===== config.mk =====
export PLATFORM = sky130hd
export DESIGN_NAME = serial_rx_unit
export DESIGN_NICKNAME = d
export VERILOG_FILES = /design/src/rtl/srx_pkg.sv /design/src/rtl/srx_baud.sv /design/src/rtl/srx_frame.sv /design/src/rtl/serial_rx_unit.sv
export SDC_FILE = /design/constraint.sdc
export NUM_CORES = 1
export LEC_CHECK = 0
export BUFFER_PORTS_ARGS = -buffer_cell sky130_fd_sc_hd__buf_2
export CAP_MARGIN = 20
export CORE_MARGIN = 1
export CORE_UTILIZATION = 30
export DETAILED_ROUTE_END_ITERATION = 10
export PLACE_DENSITY_LB_ADDON = 0.3
export SYNTH_ARGS = -nofsm -noshare
export SYNTH_HDL_FRONTEND = slang
export SYNTH_HIERARCHICAL = 1
export SYNTH_SLANG_ARGS = --single-unit
export TNS_END_PERCENT = 1

===== constraint.sdc =====
create_clock -name clk -period 6.1 [get_ports clk]
set_input_delay 0.61 -clock clk [delete_from_list [all_inputs] [get_ports clk]]
set_output_delay 0.61 -clock clk [all_outputs]
set_load 0.01 [all_outputs]

===== src/rtl/srx_pkg.sv =====
package srx_pkg;

   typedef enum logic [2:0] {
      S_IDLE  = 3'd0,
      S_START = 3'd1,
      S_DATA  = 3'd2,
      S_PAR   = 3'd3,
      S_STOP1 = 3'd4,
      S_STOP2 = 3'd5
   } srx_state_e;

   typedef struct packed {
      logic perr;
      logic ferr;
   } srx_status_t;

endpackage


===== src/rtl/srx_baud.sv =====
module srx_baud #(
   parameter int DIV_W        = 8,
   parameter int PRESCALE_MID = 8,
   parameter int PRESCALE_HI  = 32
) (
   input  logic             clk,
   input  logic             rst_n,
   input  logic             run,
   input  logic [1:0]       sel,
   input  logic [DIV_W-1:0] divisor,
   output logic             os_tick
);

   localparam int PW = $clog2(PRESCALE_HI);

   generate
      if (PRESCALE_MID < 2 || PRESCALE_HI <= PRESCALE_MID) begin : g_bad_pre
         $error("srx_baud: prescale ratios must satisfy 2 <= MID < HI");
      end
      if (DIV_W < 1) begin : g_bad_div
         $error("srx_baud: DIV_W must be positive");
      end
   endgenerate

   logic [PW-1:0]    pre_cnt;
   logic [PW-1:0]    pre_lim;
   logic             pre_tick;
   logic [DIV_W-1:0] div_cnt;

   always_comb begin
      case (sel)
         2'd0:    pre_lim = '0;
         2'd1:    pre_lim = PW'(PRESCALE_MID - 1);
         default: pre_lim = PW'(PRESCALE_HI - 1);
      endcase
   end

   assign pre_tick = run && (pre_cnt >= pre_lim);
   assign os_tick  = pre_tick && (div_cnt == '0);

   always_ff @(posedge clk or negedge rst_n) begin
      if (!rst_n) begin
         pre_cnt <= '0;
      end else if (!run || pre_tick) begin
         pre_cnt <= '0;
      end else begin
         pre_cnt <= pre_cnt + 1'b1;
      end
   end

   always_ff @(posedge clk or negedge rst_n) begin
      if (!rst_n) begin
         div_cnt <= '0;
      end else if (!run) begin
         div_cnt <= divisor;
      end else if (pre_tick) begin
         div_cnt <= (div_cnt == '0) ? divisor : div_cnt - 1'b1;
      end
   end

   // a nonzero divisor forbids two oversampling ticks in a row
   a_r1_tick_spacing: assert property (@(posedge clk) disable iff (!rst_n)
      (os_tick && divisor != '0) |=> !os_tick);

endmodule


===== src/rtl/srx_frame.sv =====
module srx_frame
   import srx_pkg::*;
#(
   parameter int DATA_BITS = 8,
   parameter int OS        = 16
) (
   input  logic                 clk,
   input  logic                 rst_n,
   input  logic                 en,
   input  logic                 rx_s,
   input  logic                 os_tick,
   input  logic                 par_en,
   input  logic                 par_odd,
   input  logic                 two_stop,
   output logic                 busy,
   output logic                 done,
   output logic [DATA_BITS-1:0] data,
   output srx_status_t          status
);

   localparam int OW  = $clog2(OS);
   localparam int IW  = (DATA_BITS > 1) ? $clog2(DATA_BITS) : 1;
   localparam int MID = OS / 2 - 1;

   generate
      if (OS < 4 || (OS & (OS - 1)) != 0) begin : g_bad_os
         $error("srx_frame: OS must be a power of two of at least 4");
      end
      if (DATA_BITS < 5 || DATA_BITS > 9) begin : g_bad_width
         $error("srx_frame: DATA_BITS must lie in 5..9");
      end
   endgenerate

   srx_state_e           state;
   logic [OW-1:0]        os_cnt;
   logic [IW-1:0]        bit_idx;
   logic [DATA_BITS-1:0] shreg;
   logic                 par_acc;
   logic                 rx_prev;
   logic                 bit_end;

   assign bit_end = os_tick && (os_cnt == OW'(OS - 1));
   assign busy    = (state != S_IDLE);
   assign data    = shreg;

   always_ff @(posedge clk or negedge rst_n) begin
      if (!rst_n) begin
         state   <= S_IDLE;
         os_cnt  <= '0;
         bit_idx <= '0;
         shreg   <= '0;
         par_acc <= 1'b0;
         rx_prev <= 1'b1;
         done    <= 1'b0;
         status  <= '0;
      end else begin
         done    <= 1'b0;
         rx_prev <= rx_s;
         if (!en) begin
            state  <= S_IDLE;
            os_cnt <= '0;
         end else begin
            if (os_tick && state != S_IDLE) begin
               os_cnt <= os_cnt + 1'b1;
            end
            case (state)
               S_IDLE: begin
                  if (rx_prev && !rx_s) begin
                     state  <= S_START;
                     os_cnt <= '0;
                  end
               end
               S_START: begin
                  if (os_tick && os_cnt == OW'(MID)) begin
                     os_cnt <= '0;
                     if (rx_s) begin
                        state <= S_IDLE;
                     end else begin
                        state   <= S_DATA;
                        bit_idx <= '0;
                        par_acc <= 1'b0;
                        status  <= '0;
                     end
                  end
               end
               S_DATA: begin
                  if (bit_end) begin
                     shreg   <= {rx_s, shreg[DATA_BITS-1:1]};
                     par_acc <= par_acc ^ rx_s;
                     if (bit_idx == IW'(DATA_BITS - 1)) begin
                        state <= par_en ? S_PAR : S_STOP1;
                     end else begin
                        bit_idx <= bit_idx + 1'b1;
                     end
                  end
               end
               S_PAR: begin
                  if (bit_end) begin
                     status.perr <= par_acc ^ rx_s ^ par_odd;
                     state       <= S_STOP1;
                  end
               end
               S_STOP1: begin
                  if (bit_end) begin
                     status.ferr <= !rx_s;
                     if (two_stop) begin
                        state <= S_STOP2;
                     end else begin
                        state <= S_IDLE;
                        done  <= 1'b1;
                     end
                  end
               end
               S_STOP2: begin
                  if (bit_end) begin
                     status.ferr <= status.ferr | !rx_s;
                     state       <= S_IDLE;
                     done        <= 1'b1;
                  end
               end
               default: state <= S_IDLE;
            endcase
         end
      end
   end

   // a start bit reading high at its middle abandons the frame
   a_r2_glitch_abort: assert property (@(posedge clk) disable iff (!rst_n)
      (en && state == S_START && os_tick && os_cnt == OW'(MID) && rx_s)
      |=> (state == S_IDLE && !done));

   // disabling reception parks the receiver
   a_r10_idle_when_off: assert property (@(posedge clk) disable iff (!rst_n)
      !en |=> (state == S_IDLE));

   // a completion pulse only follows a stop-bit state
   a_r5_done_after_stop: assert property (@(posedge clk) disable iff (!rst_n)
      done |-> ($past(state) == S_STOP1 || $past(state) == S_STOP2));

endmodule


===== src/rtl/serial_rx_unit.sv =====
module serial_rx_unit
   import srx_pkg::*;
#(
   parameter int DIV_W        = 8,
   parameter int DATA_BITS    = 8,
   parameter int OS           = 16,
   parameter int PRESCALE_MID = 8,
   parameter int PRESCALE_HI  = 32,
   parameter int SYNC_STAGES  = 2,
   parameter bit HAS_FLOW     = 1'b1
) (
   input  logic                 clk,
   input  logic                 rst_n,
   input  logic [1:0]           clk_sel,
   input  logic [DIV_W-1:0]     divisor,
   input  logic                 par_en,
   input  logic                 par_odd,
   input  logic                 two_stop,
   input  logic                 rx_en,
   input  logic                 fc_en,
   input  logic                 fc_rts_sel,
   input  logic                 rxd,
   input  logic                 rd_strobe,
   input  logic                 irq_ack,
   output logic [DATA_BITS-1:0] rx_data,
   output logic                 rx_ready,
   output logic                 err_parity,
   output logic                 err_frame,
   output logic                 err_overrun,
   output logic                 irq_req,
   output logic                 rts
);

   generate
      if (SYNC_STAGES < 2) begin : g_bad_sync
         $error("serial_rx_unit: SYNC_STAGES must be at least 2");
      end
   endgenerate

   logic [SYNC_STAGES-1:0] sync_q;
   logic                   rx_s;
   logic                   os_tick;
   logic                   fr_busy;
   logic                   fr_done;
   logic [DATA_BITS-1:0]   fr_data;
   srx_status_t            fr_status;

   always_ff @(posedge clk or negedge rst_n) begin
      if (!rst_n) begin
         sync_q <= '1;
      end else begin
         sync_q <= {sync_q[SYNC_STAGES-2:0], rxd};
      end
   end
   assign rx_s = sync_q[SYNC_STAGES-1];

   srx_baud #(
      .DIV_W        (DIV_W),
      .PRESCALE_MID (PRESCALE_MID),
      .PRESCALE_HI  (PRESCALE_HI)
   ) u_baud (
      .clk     (clk),
      .rst_n   (rst_n),
      .run     (rx_en),
      .sel     (clk_sel),
      .divisor (divisor),
      .os_tick (os_tick)
   );

   srx_frame #(
      .DATA_BITS (DATA_BITS),
      .OS        (OS)
   ) u_frame (
      .clk      (clk),
      .rst_n    (rst_n),
      .en       (rx_en),
      .rx_s     (rx_s),
      .os_tick  (os_tick),
      .par_en   (par_en),
      .par_odd  (par_odd),
      .two_stop (two_stop),
      .busy     (fr_busy),
      .done     (fr_done),
      .data     (fr_data),
      .status   (fr_status)
   );

   always_ff @(posedge clk or negedge rst_n) begin
      if (!rst_n) begin
         rx_data     <= '0;
         err_parity  <= 1'b0;
         err_frame   <= 1'b0;
         rx_ready    <= 1'b0;
         err_overrun <= 1'b0;
         irq_req     <= 1'b0;
      end else begin
         if (fr_done) begin
            rx_data    <= fr_data;
            err_parity <= fr_status.perr;
            err_frame  <= fr_status.ferr;
         end
         if (fr_done) begin
            rx_ready <= 1'b1;
         end else if (rd_strobe) begin
            rx_ready <= 1'b0;
         end
         if (fr_done && rx_ready && !rd_strobe) begin
            err_overrun <= 1'b1;
         end else if (rd_strobe) begin
            err_overrun <= 1'b0;
         end
         if (fr_done) begin
            irq_req <= 1'b1;
         end else if (irq_ack) begin
            irq_req <= 1'b0;
         end
      end
   end

   generate
      if (HAS_FLOW) begin : g_flow
         assign rts = fc_en && fc_rts_sel && (!rx_en || fr_busy || rx_ready);
      end else begin : g_no_flow
         assign rts = 1'b0;
      end
   endgenerate

   // a completed frame leaves a byte flagged ready
   a_r6_ready_on_load: assert property (@(posedge clk) disable iff (!rst_n)
      fr_done |=> rx_ready);

   // loading over an unread byte raises overrun
   a_r7_overrun_set: assert property (@(posedge clk) disable iff (!rst_n)
      (fr_done && rx_ready && !rd_strobe) |=> err_overrun);

   // load raises the request; a read alone never drops it
   a_r8_irq_on_load: assert property (@(posedge clk) disable iff (!rst_n)
      fr_done |=> irq_req);
   a_r8_read_keeps_irq: assert property (@(posedge clk) disable iff (!rst_n)
      (irq_req && rd_strobe && !irq_ack) |=> irq_req);

   // the flow pin stays low unless enabled and routed as RTS
   a_r9_rts_gated: assert property (@(posedge clk) disable iff (!rst_n)
      !(fc_en && fc_rts_sel) |-> !rts);

endmodule


**Word level (Yosys, flattened, before mapping)**

Cells that the tools add are included.

- Word-level logic and storage cells: 130
- Register bits after elaboration: 51
- Output and inout port bits: 14
- Bits of input ports: 21

- Multiplexer cells: 48
- Magnitude comparators: 1
- $add $sub $neg: 4
- Eq/ne operators: 24
- Reduce and logical (&&, ||, !) cells: 32
- Bitwise logic cells: 3

Operator list:

| operator | number |
|---|---|
| $mux W3 | 14 |
| $mux W8 | 3 |
| $ne A3 B2 Y1 const B | 7 |
| $pmux W3 S6 | 1 |
| $mux W4 | 4 |
| $mux W1 | 15 |
| $ne A2 B1 Y1 const B | 6 |
| $reduce_and A6 Y1 | 2 |
| $logic_and A1 B1 Y1 | 10 |
| $pmux W5 S2 | 1 |
| $reduce_and A5 Y1 | 2 |
| $reduce_bool A2 Y1 | 5 |
| $eq A3 B3 Y1 const B | 3 |
| $logic_not A8 Y1 | 1 |
| $pmux W4 S2 | 1 |
| $sub A8 B1 Y8 const B | 1 |
| $reduce_and A7 Y1 | 1 |
| $eq A3 B2 Y1 const B | 2 |
| $mux W2 | 3 |
| $pmux W1 S2 | 3 |
| $pmux W3 S2 | 1 |
| $reduce_bool A3 Y1 | 2 |
| $add A5 B1 Y5 const B | 1 |
| $ge A5 B5 Y1 | 1 |
| other kinds (16) | 22 |

**Logic depth before layout (Yosys ltp)**

Gate-level depths: netlist (run 1).

- Word-level depth: 10
- Depth in mapped cells: 13
- Mapped depth without buffers: 12

**Modules after synthesis**

The synthesis (run 1) kept the hierarchy.

Modules (own cells, without submodules):

| module | area an instance (um^2) | sequential area each (um^2) | times used | cells an instance |
|---|---|---|---|---|
| srx_frame | 1291.2 | 576.8 | 1 | 126 |
| srx_baud | 865.8 | 325.3 | 1 | 97 |
| serial_rx_unit | 574.3 | 377.9 | 1 | 35 |

**Least setup slack after synthesis (run 1)**

OpenSTA, ideal clock, no wires.

- Path type: input to register
- Start: input clk_sel[1]
- End: register u_frame.bit_idx[0]
- Stages: 13
- Setup time: 0.083 ns
- Buffers on the path: 1
- Required time: 6.017 ns
- Arrival: 2.792 ns
- Path slack: 3.225 ns
- Path through: nor2_1 inv_1 ha_1 nand2b_1 a221oi_1 o21bai_1 a21oi_1 nor3_1 and4_1 buf_4 o21ai_1 or4_1 o21ai_0

- Longest elaborated chain between the ends: 8
- Elaborated cells between the ends (all ways): 11
- Classes of those cells: order compare (1); eq/ne (3); mux (1); reduce/logical (6)

Ends and longest elaborated chain:

| item | line | text |
|---|---|---|
| start: declaration | serial_rx_unit.sv:14 | `input logic [1:0] clk_sel,` |
| $eq A2 B1 Y1 or $logic_not A2 Y1 (tied branches) | srx_baud.sv:31 | `case (sel)` |
| $pmux W5 S2 * | srx_baud.sv:31 |  |
| $ge A5 B5 Y1 * | srx_baud.sv:38 | `assign pre_tick = run && (pre_cnt >= pre_lim);` |
| $logic_and A1 B1 Y1 * | srx_baud.sv:38 |  |
| $logic_and A1 B1 Y1 * | srx_baud.sv:39 | `assign os_tick = pre_tick && (div_cnt == '0);` |
| net os_tick | serial_rx_unit.sv:42 | `logic os_tick;` |
| $logic_and A1 B1 Y1 (on tied branches) | srx_frame.sv:42, srx_frame.sv:74 |  |
| $ne A2 B1 Y1 (no source line) | - |  |
| $reduce_and A6 Y1 (no source line) * | - |  |
| end signal: assignment | srx_frame.sv:93 | `bit_idx <= bit_idx + 1'b1;` |
| end: declaration | srx_frame.sv:36 | `logic [IW-1:0] bit_idx;` |

The timed path passes the listed nets; every way through them passes the cells marked *.
A chain may end at the register's enable or synchronous reset.

**Worst setup path after layout (run 1)**

Ends and elaborated chain as after synthesis.

==> metrics.md, run 1 <==
| Metric | Value |
|---|---|
| Run status | `completed` |
| Post-route ant nets | `0` |
| FF-to-FF setup slack | `3.25 ns` |
| Antenna Diode Count | `0` |
| Maximum vdd drop | `0.124 mV` |
| CTS clk-pin slew, worst paths | `0.09 ns` |
| Number of synthesized flops with an enable pin | `0` |
| Total CTS buffers | `5` |
| Maxcap violations | `0` |
| Largest net degree at the start of global routing | `52` |
| Clock sink total | `51` |
| Final count of negative-setup-slack endpoints | `0` |
| Vias in the first global route | `1909` |
| Clock Latency Late Sink | `0.30 ns` |
| Worst Tran Pin Value | `0.819 ns` |
| Hold EP | `sync_q[1]` |
| I/O pins | `35` |
| Clk root buf | `clkbuf_8` |
| CP Capture Type | `register` |
| Initial antenna violation count | `0` |
| Via count | `1958` |
| Die width | `97.4 µm` |
| GRT Total Usage | `11.3%` |
| Ratio of cells with drive above 1 in the final layout | `24.8%` |
| CP Launch Type | `input pin` |
| Top_reg_cell synth | `dfrtp_1` |
| IO Port Bufs | `34` |
| Max-slew violation count | `0` |
| Global-route wire length before repair | `8810 µm` |
| FP Rows | `34` |
| Worst EP arrival | `3.26 ns` |
| WL/cell | `12.7 µm` |
| Sequential share of the synthesized area | `46.9%` |
| Synthesized Nets | `289` |
| Clock tree buffer depth | `2` |
| #FFs+latches synth | `51` |
| CP Cell Sequence | `buf_2, nor2_1, inv_1, ha_1, nand2b_1, a221oi_1, o21bai_1, a21oi_1, nor3_1, and4_1, o21ai_1, or4_1, o21ai_0` |
| Slew Limit Headroom | `45.1%` |
| Worst path bufs/invs | `2` |
| Routed WL | `5060 µm` |
| Post-Syn Instances | `258` |
| PD cells | `278 nW/µm²` |
| Initial core utilization | `31.2%` |
| CP top delay family | `simple AND/OR/NAND/NOR gates` |
| CP max stage delay | `0.50 ns` |
| Hold slack | `0.359 ns` |
| GR Overflow Total | `0` |
| Syn Area/Cell | `10.6 µm²` |
| Routed vias/inst | `4.92` |
| RePlAce Congestion | `0.766` |
| Post-CTS resize count | `0` |
| Min Tclk post-route | `3.04 ns` |
| Die Y | `97.4 µm` |
| FF-to-FF path depth | `11` |
| Core area | `8760 µm²` |
| # fillers | `890` |
| H-tree levels | `2` |
| Hold Crit Class | `register to register` |
| Drt pass-1 iters | `5` |
| Leak pwr | `1.44 nW` |
| Fin nets | `320` |
| Remaining DRCs | `0` |
| Worst Path Required | `6.33 ns` |
| R2r endpoint | `u_frame/bit_idx[0]` |
| Async SR Flop Fraction | `100%` |
| Area grow syn2layout | `12.3%` |
| Initial DRC Count | `135` |
| Slowest cell on crit path | `nor3_1` |
| CTS tree | `built` |
| Placed wire-length estimate | `3520 µm` |
| Stages on worst setup path | `13` |
| Hold Path Cell Cnt | `0` |
| FF-to-FF Start | `u_baud/pre_cnt[0]` |
| Sum Neg Setup Slack | `0 ns` |
| Mapped Area | `2730 µm²` |
| RSZ-0062 raised after global routing | `false` |
| Final period util | `49.8%` |
| Yosys cell types | `56` |
| Clk_skew | `0.00974 ns` |
| Hold Crit Start | `sync_q[0]` |
| Die area | `9490 µm²` |
| Cts-stage hold buffer count | `0` |
| YS warnings | `6` |
| Final Hold Violating Endpoints | `0` |
| WS Path Type | `input pin to register` |
| Worst-path maximum fanout | `6` |
| Max Clk Rate | `0.329 GHz` |
| Post-CTS Setup Inserts | `0` |
[cells by family after synthesis]
family	share of synthesized area [%]
DFF	46.9
AOI/OAI and AO/OA	13.3
xor gates and xnor gates	2.24
and+or+nand+nor	18.0
buffers and inverters	4.90
muxes	10.2
adders and majority gates	4.58
[layer usage]
layer	share of wire [%]	global-route usage, %	vias to the layer above	wire length (µm)
met1	50	15.7	934	2530
li1	-	-	975	-
met3	4.3	2.52	5	218
met4	0.81	3.39	0	41
met5	0	0	-	0
met2	45	17.6	44	2270
[synth_stat cells (all sizes together), types with 5 or more instances]
library cell   n  area share [%]
a21oi         13             2.4
buf           11             3.0
dfrtp         48              44
ha            10             4.6
inv           13             1.8
mux2          17             8.0
mux2i          6             2.2
nand2         26             3.6
nand3         10             2.3
nor2          17             2.3
nor2b          5             1.1
nor3           7             1.6
o21ai         12             2.2
[cell usage in the layout, fill, tap and decap left out, types with 7 or more instances in the layout]
| cell type | synthesis | routed |
|---|---|---|
| nand3_1 | 9 | 9 |
| dfrtp_1 | 48 | 48 |
| inv_1 | 13 | 13 |
| o21ai_0 | 8 | 8 |
| buf_2 | 5 | 34 |
| a21oi_1 | 13 | 13 |
| ha_1 | 10 | 10 |
| nand2_1 | 26 | 26 |
| nor2_1 | 17 | 17 |
| mux2_4 | 7 | 7 |
[registers in the layout (all words and copies together), names as in the netlist]
signal           flops
u_baud/pre_cnt       5
irq_req              1
u_frame/os_cnt       4
err_frame            1
err_overrun          1
u_frame/state        3
u_frame/data         8
rx_data              8
u_frame/par_acc      1
u_baud/div_cnt       8
u_frame/done         1
err_parity           1
u_frame/bit_idx      3
sync_q               2
u_frame/status       2
rx_ready             1
u_frame/rx_prev      1
[metrics by stage]
| stage | worst slack [ns] | cell area, µm² | utilization, % | power [mW] | instances |
|---|---|---|---|---|---|
| finish | 3.06 | 3070 | 35.0 | 0.852 | 398 |
| floorplan | 3.22 | 2730 | - | 0.598 | 258 |
| global route | 2.76 | 3070 | 35.0 | 0.921 | 398 |
| global placement | 2.85 | 2970 | 33.9 | 0.649 | 390 |
| detailed placement | 2.75 | 2970 | 33.9 | 0.655 | 390 |
| CTS | 3.06 | 3070 | 35.0 | 0.867 | 398 |
[worst max-delay path by stage]
stage / startpoint / to / slack [ns]
6_report: clk_sel[1] / u_frame/bit_idx[0] / 3.06
4_1_cts: clk_sel[1] / u_frame/bit_idx[0] / 3.06
2_1_floorplan: clk_sel[1] / u_frame/bit_idx[0] / 3.22
5_1_grt: clk_sel[1] / u_frame/bit_idx[0] / 2.76
3_5_place_dp: clk_sel[1] / u_frame/bit_idx[0] / 2.75
3_3_place_gp: clk_sel[1] / u_frame/bit_idx[0] / 2.85
[cell type report]
class	instances	area [µm²]	share of cell area [%]
clock inverter	2	13.8	0.449
sequential	51	1280	41.7
inverter	13	48.8	1.59
clock buffer	6	82.6	2.69
tap	108	135	4.40
multi-input combinational	182	1320	43.1
timing repair buffer	36	185	6.04
[power breakdown]
group	internal, mW	total (mW)	switching [mW]
combinational	0.0952	0.211	0.115
clock	0.0930	0.207	0.114
sequential	0.379	0.435	0.0563
No activity file was read; power rests on OpenSTA's default activity.
==> run 2: changes to the inputs <==
Settings changed: ABC_AREA set to 1.
Clock period 6.1 ns to 2.45 ns, I/O delays scaled along.
==> metrics.md, run 2 <==
| Metric | Value |
|---|---|
| Area of the multi-input gates | `1440 µm² (+9.0%)` |
| Design area | `3390 µm² (+11%)` |
| CTS clk-pin slew, worst paths | `0.10 ns (about the same)` |
| Initial antenna violation count | `0 (unchanged)` |
| WS Path Type | `register to register` |
| Final period util | `88.4%` |
| Remaining DRCs | `0 (unchanged)` |
| Core area | `9730 µm² (+11%)` |
| Hold Crit Class | `input pin to register` |
| IO Port Bufs | `34 (unchanged)` |
| WL/cell | `10.3 µm (-19%)` |
| Max-slew violation count | `0 (unchanged)` |
| Pre-CTS setup slack | `0.00556 ns (-2.74 ns)` |
| Async SR Flop Fraction | `100% (unchanged)` |
| Synthesized Nets | `412 (+43%)` |
| Worst Tran Pin Value | `0.460 ns (-0.359 ns)` |
| Top_reg_cell synth | `dfrtp_1` |
| Number of synthesized flops with an enable pin | `0 (unchanged)` |
| Max Clk Rate | `0.462 GHz` |
| Die width | `102 µm (+4.5%)` |
| Clock Latency Late Sink | `0.30 ns (about the same)` |
| Final Hold Violating Endpoints | `0 (unchanged)` |
| Routed WL | `5720 µm (+13%)` |
| Die area | `10400 µm² (+9.2%)` |
| CP Capture Type | `register` |
| Maxcap violations | `0 (unchanged)` |
| RSZ-0062 raised after global routing | `false` |
| Sequential share of the synthesized area | `42.8% (-4.0 points)` |
| #FFs+latches synth | `51 (unchanged)` |
| Clk root buf | `clkbuf_8` |
| Power Total | `2.01 mW (+140%)` |
| Area fraction of the dominant cell type after synthesis | `40.2% (-3.8 points)` |
| Initial DRC Count | `109 (-19%)` |
| Die Y | `102 µm (+4.5%)` |
| Vias in the first global route | `2381 (+25%)` |
| Ratio of cells with drive above 1 in the final layout | `23.0% (-1.8 points)` |
| Worst-path maximum fanout | `6 (unchanged)` |
| Leak pwr | `1.80 nW (+25%)` |
| Global-route wire length before repair | `10400 µm (+18%)` |
| Fin nets | `451 (+41%)` |
| Post-Syn Instances | `381 (+48%)` |
| Area leader, netlist | `dfrtp_1` |
| Slew Limit Headroom | `69.3% (+24 points)` |
| Synth cell count leaders | `nand2_1, dfrtp_1, inv_1` |
| RePlAce Congestion | `0.853 (+11%)` |
| Final count of negative-setup-slack endpoints | `0 (unchanged)` |
| Most common cell after layout, fill and taps aside | `nand2_1` |
| Area grow syn2layout | `13.6%` |
| Dpl cell area | `3280 µm² (+10%)` |
| Yosys cell types | `31 (-45%)` |
| FP Rows | `36 (+5.9%)` |
| CP Launch Type | `register` |
| Highest-count cells in the layout ignoring fill and taps | `nand2_1, dfrtp_1, inv_1` |
| CTS tree | `built` |
| Routed vias/inst | `4.38 (-11%)` |
| Total CTS buffers | `5 (unchanged)` |
| GR Overflow Total | `0 (unchanged)` |
| YS warnings | `6 (unchanged)` |
| Drt pass-1 iters | `4 (-1)` |
| H-tree levels | `2 (unchanged)` |
| Worst Path Required | `2.66 ns (-3.67 ns)` |
| Post-CTS Setup Inserts | `0 (unchanged)` |
| Largest net degree at the start of global routing | `29 (-44%)` |
| Sum Neg Setup Slack | `0 ns (unchanged)` |
| Worst setup margin | `0.284 ns (-2.78 ns)` |
| # fillers | `1072 (+20%)` |
| Via count | `2427 (+24%)` |
| I/O pins | `35 (unchanged)` |
| Mapped Area | `2990 µm² (+9.4%)` |
| Clock sink total | `51 (unchanged)` |
| Post-route ant nets | `0 (unchanged)` |
| Run status | `completed` |
| GRT Total Usage | `12.5% (+1.2 points)` |
| Min Tclk post-route | `2.17 ns` |
| Placed wire-length estimate | `4400 µm (+25%)` |
| Maximum vdd drop | `0.210 mV (+70%)` |
| Register area | `1280 µm² (unchanged)` |
| Worst EP arrival | `2.37 ns (-0.89 ns)` |
| Antenna Diode Count | `0 (unchanged)` |
| Top cells by area, synth | `dfrtp_1, nand2_1, inv_1` |
| Most common cell in the synthesized netlist | `nand2_1` |
| Syn Area/Cell | `7.85 µm² (-26%)` |
| Initial core utilization | `30.7% (-0.45 points)` |
| PD cells | `591 nW/µm² (+110%)` |
| Clk_skew | `0.0126 ns (+0.00287 ns)` |
| Clock tree buffer depth | `2 (unchanged)` |
## run 2: cell type report
class,instances,area share (%)
clock buffers,5,2.03
inverters,50,5.53
flip-flops and latches,51,37.7
repair buffers,41,6.63
well taps,133,4.90
clock inverters,3,0.737
multi-input cells,271,42.5
## run 2: through the flow
| step | hold WS [ns] | cells | utilization, % |
|---|---|---|---|
| after floorplan | -0.0506 | 381 | - |
| after CTS | 0.0271 | 554 | 34.8 |
| after global routing | 0.0257 | 554 | 34.9 |
| after detailed placement | 0.260 | 545 | 33.7 |
| final | 0.0439 | 554 | 34.9 |
| after global placement | 0.258 | 545 | 33.7 |
## run 2: worst paths after layout
check	start	slack, ns	end	cells after the start
min in group asynchronous	rst_n	0.45	rx_data[2]	3
worst min-delay path	rxd	0.04	sync_q[0]	1
worst min register to register	sync_q[0]	0.36	sync_q[1]	0
worst max-delay path	u_baud/pre_cnt[0]	0.28	u_frame/bit_idx[1]	17
max in group asynchronous	rst_n	1.65	sync_q[1]	3
worst max register to register	u_baud/pre_cnt[0]	0.28	u_frame/bit_idx[1]	17
## run 2: power breakdown
group          internal, mW  switching (mW)
Combinational         0.201           0.342
Clock                 0.205           0.283
Sequential            0.898          0.0762
## run 2: what timing repair did
action,4_1_cts,5_1_grt
resized for setup,0,2
endpoints found under the setup margin,0,12
hold endpoints to repair,48,0
hold buffers,1,0
## run 2: kinds of logic after synthesis
family	count (synthesis)	synth area share, %
buffers and inverters	59	9.33
xor gates and xnor gates	10	2.93
adders and majority gates	10	4.19
DFF	51	42.8
AOI/OAI and AO/OA	26	5.23
and+or+nand+nor	225	35.5
## run 2: worst max-delay path: stages, from the launching register on
cell and delay [ns]:
dfrtp_1 0.40, inv_1 0.06, ha_1 0.27, inv_1 0.03, nand2_1 0.04, nand2_1 0.04, nand3_1 0.05, nand2_1 0.06
nand2_2 0.08, nand2_4 0.05, a21oi_2 0.19, nand2_1 0.13, nor2_4 0.18, nor2_1 0.08, nor2_2 0.18, nand3_2 0.11
nand2_1 0.07, nand2_1 0.05
## run 2: routing by layer
layer / GRT usage, % / share of wire [%] / vias up
met5: 0 / 0 / -
met4: 3.52 / 0.82 / 0
met3: 2.26 / 3.5 / 2
met2: 21.4 / 46 / 44
met1: 16.2 / 50 / 1114
li1: - / - / 1267
==> run 3: changes to the inputs <==
Settings changed: CELL_PAD_IN_SITES_DETAIL_PLACEMENT set to 0, CELL_PAD_IN_SITES_GLOBAL_PLACEMENT set to 2, GPL_ROUTABILITY_DRIVEN set to 0.
==> metrics.md, run 3 (synthesized netlist as in run 2, its figures left out) <==
| Metric | Value |
|---|---|
| Run status | `completed` |
| Die Y | `102 µm (unchanged)` |
| I/O pins | `35 (unchanged)` |
| Initial DRC Count | `129 (+18%)` |
| WL/cell | `11.2 µm (+8.8%)` |
| Die width | `102 µm (unchanged)` |
| Worst-path maximum fanout | `5 (-1)` |
| Crit path from | `u_baud/pre_cnt[0]` |
| Vias in the first global route | `2248 (-5.6%)` |
| Placed wire-length estimate | `4510 µm (+2.4%)` |
| Initial antenna violation count | `0 (unchanged)` |
| Most common cell after layout, fill and taps aside | `nand2_1` |
| Slew Limit Headroom | `58.3% (-11 points)` |
| Post-route ant nets | `0 (unchanged)` |
| Slowest cell on crit path | `dfrtp_1` |
| CP Cell Sequence | `inv_1, ha_1, inv_1, nand2_1, nand2_1, nand3_1, nand2_1, nand2_2, nand2_4, a21oi_2, nand2_1, nor2_4, nor2_1, nor2_2, nand3_2, nand2_1, nand2_1` |
| Hold Crit Class | `input pin to register` |
| Min Tclk post-route | `2.17 ns (+0.000235 ns)` |
| Global-route wire length before repair | `10500 µm (+1.1%)` |
| Clock sink total | `51 (unchanged)` |
| Fin util | `35.4% (+0.51 points)` |
| Fin nets | `453 (+0.44%)` |
| FF-to-FF path depth | `17 (unchanged)` |
| Worst Path Required | `2.67 ns (about the same)` |
| Clk root buf | `clkbuf_8` |
| Ratio of cells with drive above 1 in the final layout | `23.4% (+0.36 points)` |
| R2r endpoint | `u_frame/bit_idx[1]` |
| Crit path top cell by count | `nand2_1` |
| Max-slew violation count | `0 (unchanged)` |
| CP Capture Point | `u_frame/bit_idx[1]` |
| Drt pass-1 iters | `4 (unchanged)` |
| Worst Tran Pin Value | `0.625 ns (+0.165 ns)` |
| Routed vias/inst | `4.33 (-1.1%)` |
| Final Hold Violating Endpoints | `0 (unchanged)` |
| Clk_skew | `0.0101 ns (-0.00248 ns)` |
| CTS clk-pin slew, worst paths | `0.11 ns (about the same)` |
| CP top delay family | `simple AND/OR/NAND/NOR gates` |
| Placed cell count | `544 (-0.18%)` |
| Clock tree buffer depth | `2 (unchanged)` |
| FF-to-FF Start | `u_baud/pre_cnt[0]` |
| Remaining DRCs | `0 (unchanged)` |
| RSZ-0062 raised after global routing | `false` |
| Core area | `9730 µm² (unchanged)` |
| Clock Latency Late Sink | `0.31 ns (about the same)` |
| Die area | `10400 µm² (unchanged)` |
| CP max stage delay | `0.38 ns (-0.02 ns)` |
| Area grow syn2layout | `15.2%` |
| GRT Total Usage | `12.9% (+0.37 points)` |
| Highest-count cells in the layout ignoring fill and taps | `nand2_1, dfrtp_1, inv_1` |
| Leak pwr | `1.83 nW (+1.7%)` |
| Antenna Diode Count | `0 (unchanged)` |
| GR Overflow Total | `0 (unchanged)` |
| Worst EP arrival | `2.38 ns (about the same)` |
| PD cells | `625 nW/µm² (+5.7%)` |
| CP Launch Type | `register` |
| Initial core utilization | `30.7% (unchanged)` |
| # fillers | `1056 (-1.5%)` |
| FF-to-FF setup slack | `0.28 ns (about the same)` |
| H-tree levels | `2 (unchanged)` |
| Final period util | `88.4% (about the same)` |
| Stages on worst setup path | `17 (unchanged)` |
| Final count of negative-setup-slack endpoints | `0 (unchanged)` |
| Sum Neg Setup Slack | `0 ns (unchanged)` |
| Maxcap violations | `0 (unchanged)` |
| Largest net degree at the start of global routing | `27 (-6.9%)` |
| WS Path Type | `register to register` |
| Dpl cell area | `3280 µm² (+0.15%)` |
| Total CTS buffers | `5 (unchanged)` |
| CTS tree | `built` |
| CP Capture Type | `register` |
| FP Rows | `36 (unchanged)` |
| Maximum vdd drop | `0.262 mV (+24%)` |
| Worst path bufs/invs | `2 (unchanged)` |
| Via count | `2409 (-0.74%)` |
| Max Clk Rate | `0.462 GHz (about the same)` |
| Routed WL | `6240 µm (+9.2%)` |
| Non-filler instance count after layout | `556 (+0.36%)` |
| Design area | `3440 µm² (+1.5%)` |
| IO Port Bufs | `34 (unchanged)` |
[run 3: changes by cell type in the layout (fill, tap and decap cells not counted), sizes merged]
cell,previous run,this run
buf,40,42
clkinv,3,2
bufinv,0,1
clkinvlp,1,0
inv,49,50
[run 3: worst min path at each step]
| stage | startpoint | endpoint | slack [ns] | depth (start not counted) |
|---|---|---|---|---|
| after detailed placement | rst_n | rx_data[0] | 0.30 | 1 |
| after CTS | rxd | sync_q[0] | 0.007 | 1 |
| after floorplan | rst_n | err_frame | -0.05 | 0 |
| after global routing | rxd | sync_q[0] | 0.01 | 1 |
| after global placement | rst_n | rx_data[0] | 0.31 | 1 |
| final | rxd | sync_q[0] | 0.02 | 1 |
[run 3: final cells by class]
class,instances,area (µm²),share of cell area [%]
Sequential cell,51,1280,37.2
Multi-Input combinational cell,271,1440,41.8
Inverter,50,188,5.45
Clock inverter,3,47.5,1.38
Clock buffer,5,68.8,2.00
Timing Repair Buffer,43,253,7.34
Tap cell,133,166,4.83
[run 3: power by group]
group          internal, mW  leakage [nW]  switching [mW]
logic                 0.206          1.10           0.342
clock network         0.310        0.0587           0.316
registers             0.898         0.666          0.0794
total                  1.41          1.83           0.737
[run 3: routing by layer]
| layer | wire (µm) | global-route usage [%] |
|---|---|---|
| met1 | 3240 | 17.1 |
| met2 | 2810 | 21.6 |
| met3 | 132 | 2.26 |
| met4 | 61 | 3.41 |
| met5 | 0 | 0 |
[run 3: stage by stage]
step                hold slack (ns)  power, mW  setup WS (ns)
global route                 0.0117       2.30         0.0488
finish                       0.0190       2.15          0.283
detailed placement            0.302       1.54        -0.0400
floorplan                   -0.0506       1.42          0.321
CTS                         0.00711       2.19         0.0190
global placement              0.306       1.55         0.0635
[run 3: repair_timing]
item,in CTS,in global routing
hold buffers,1,0
endpoints found under the hold margin,22,0
buffers inserted,0,3
gates resized for setup,0,2
endpoints found under the setup margin,0,19
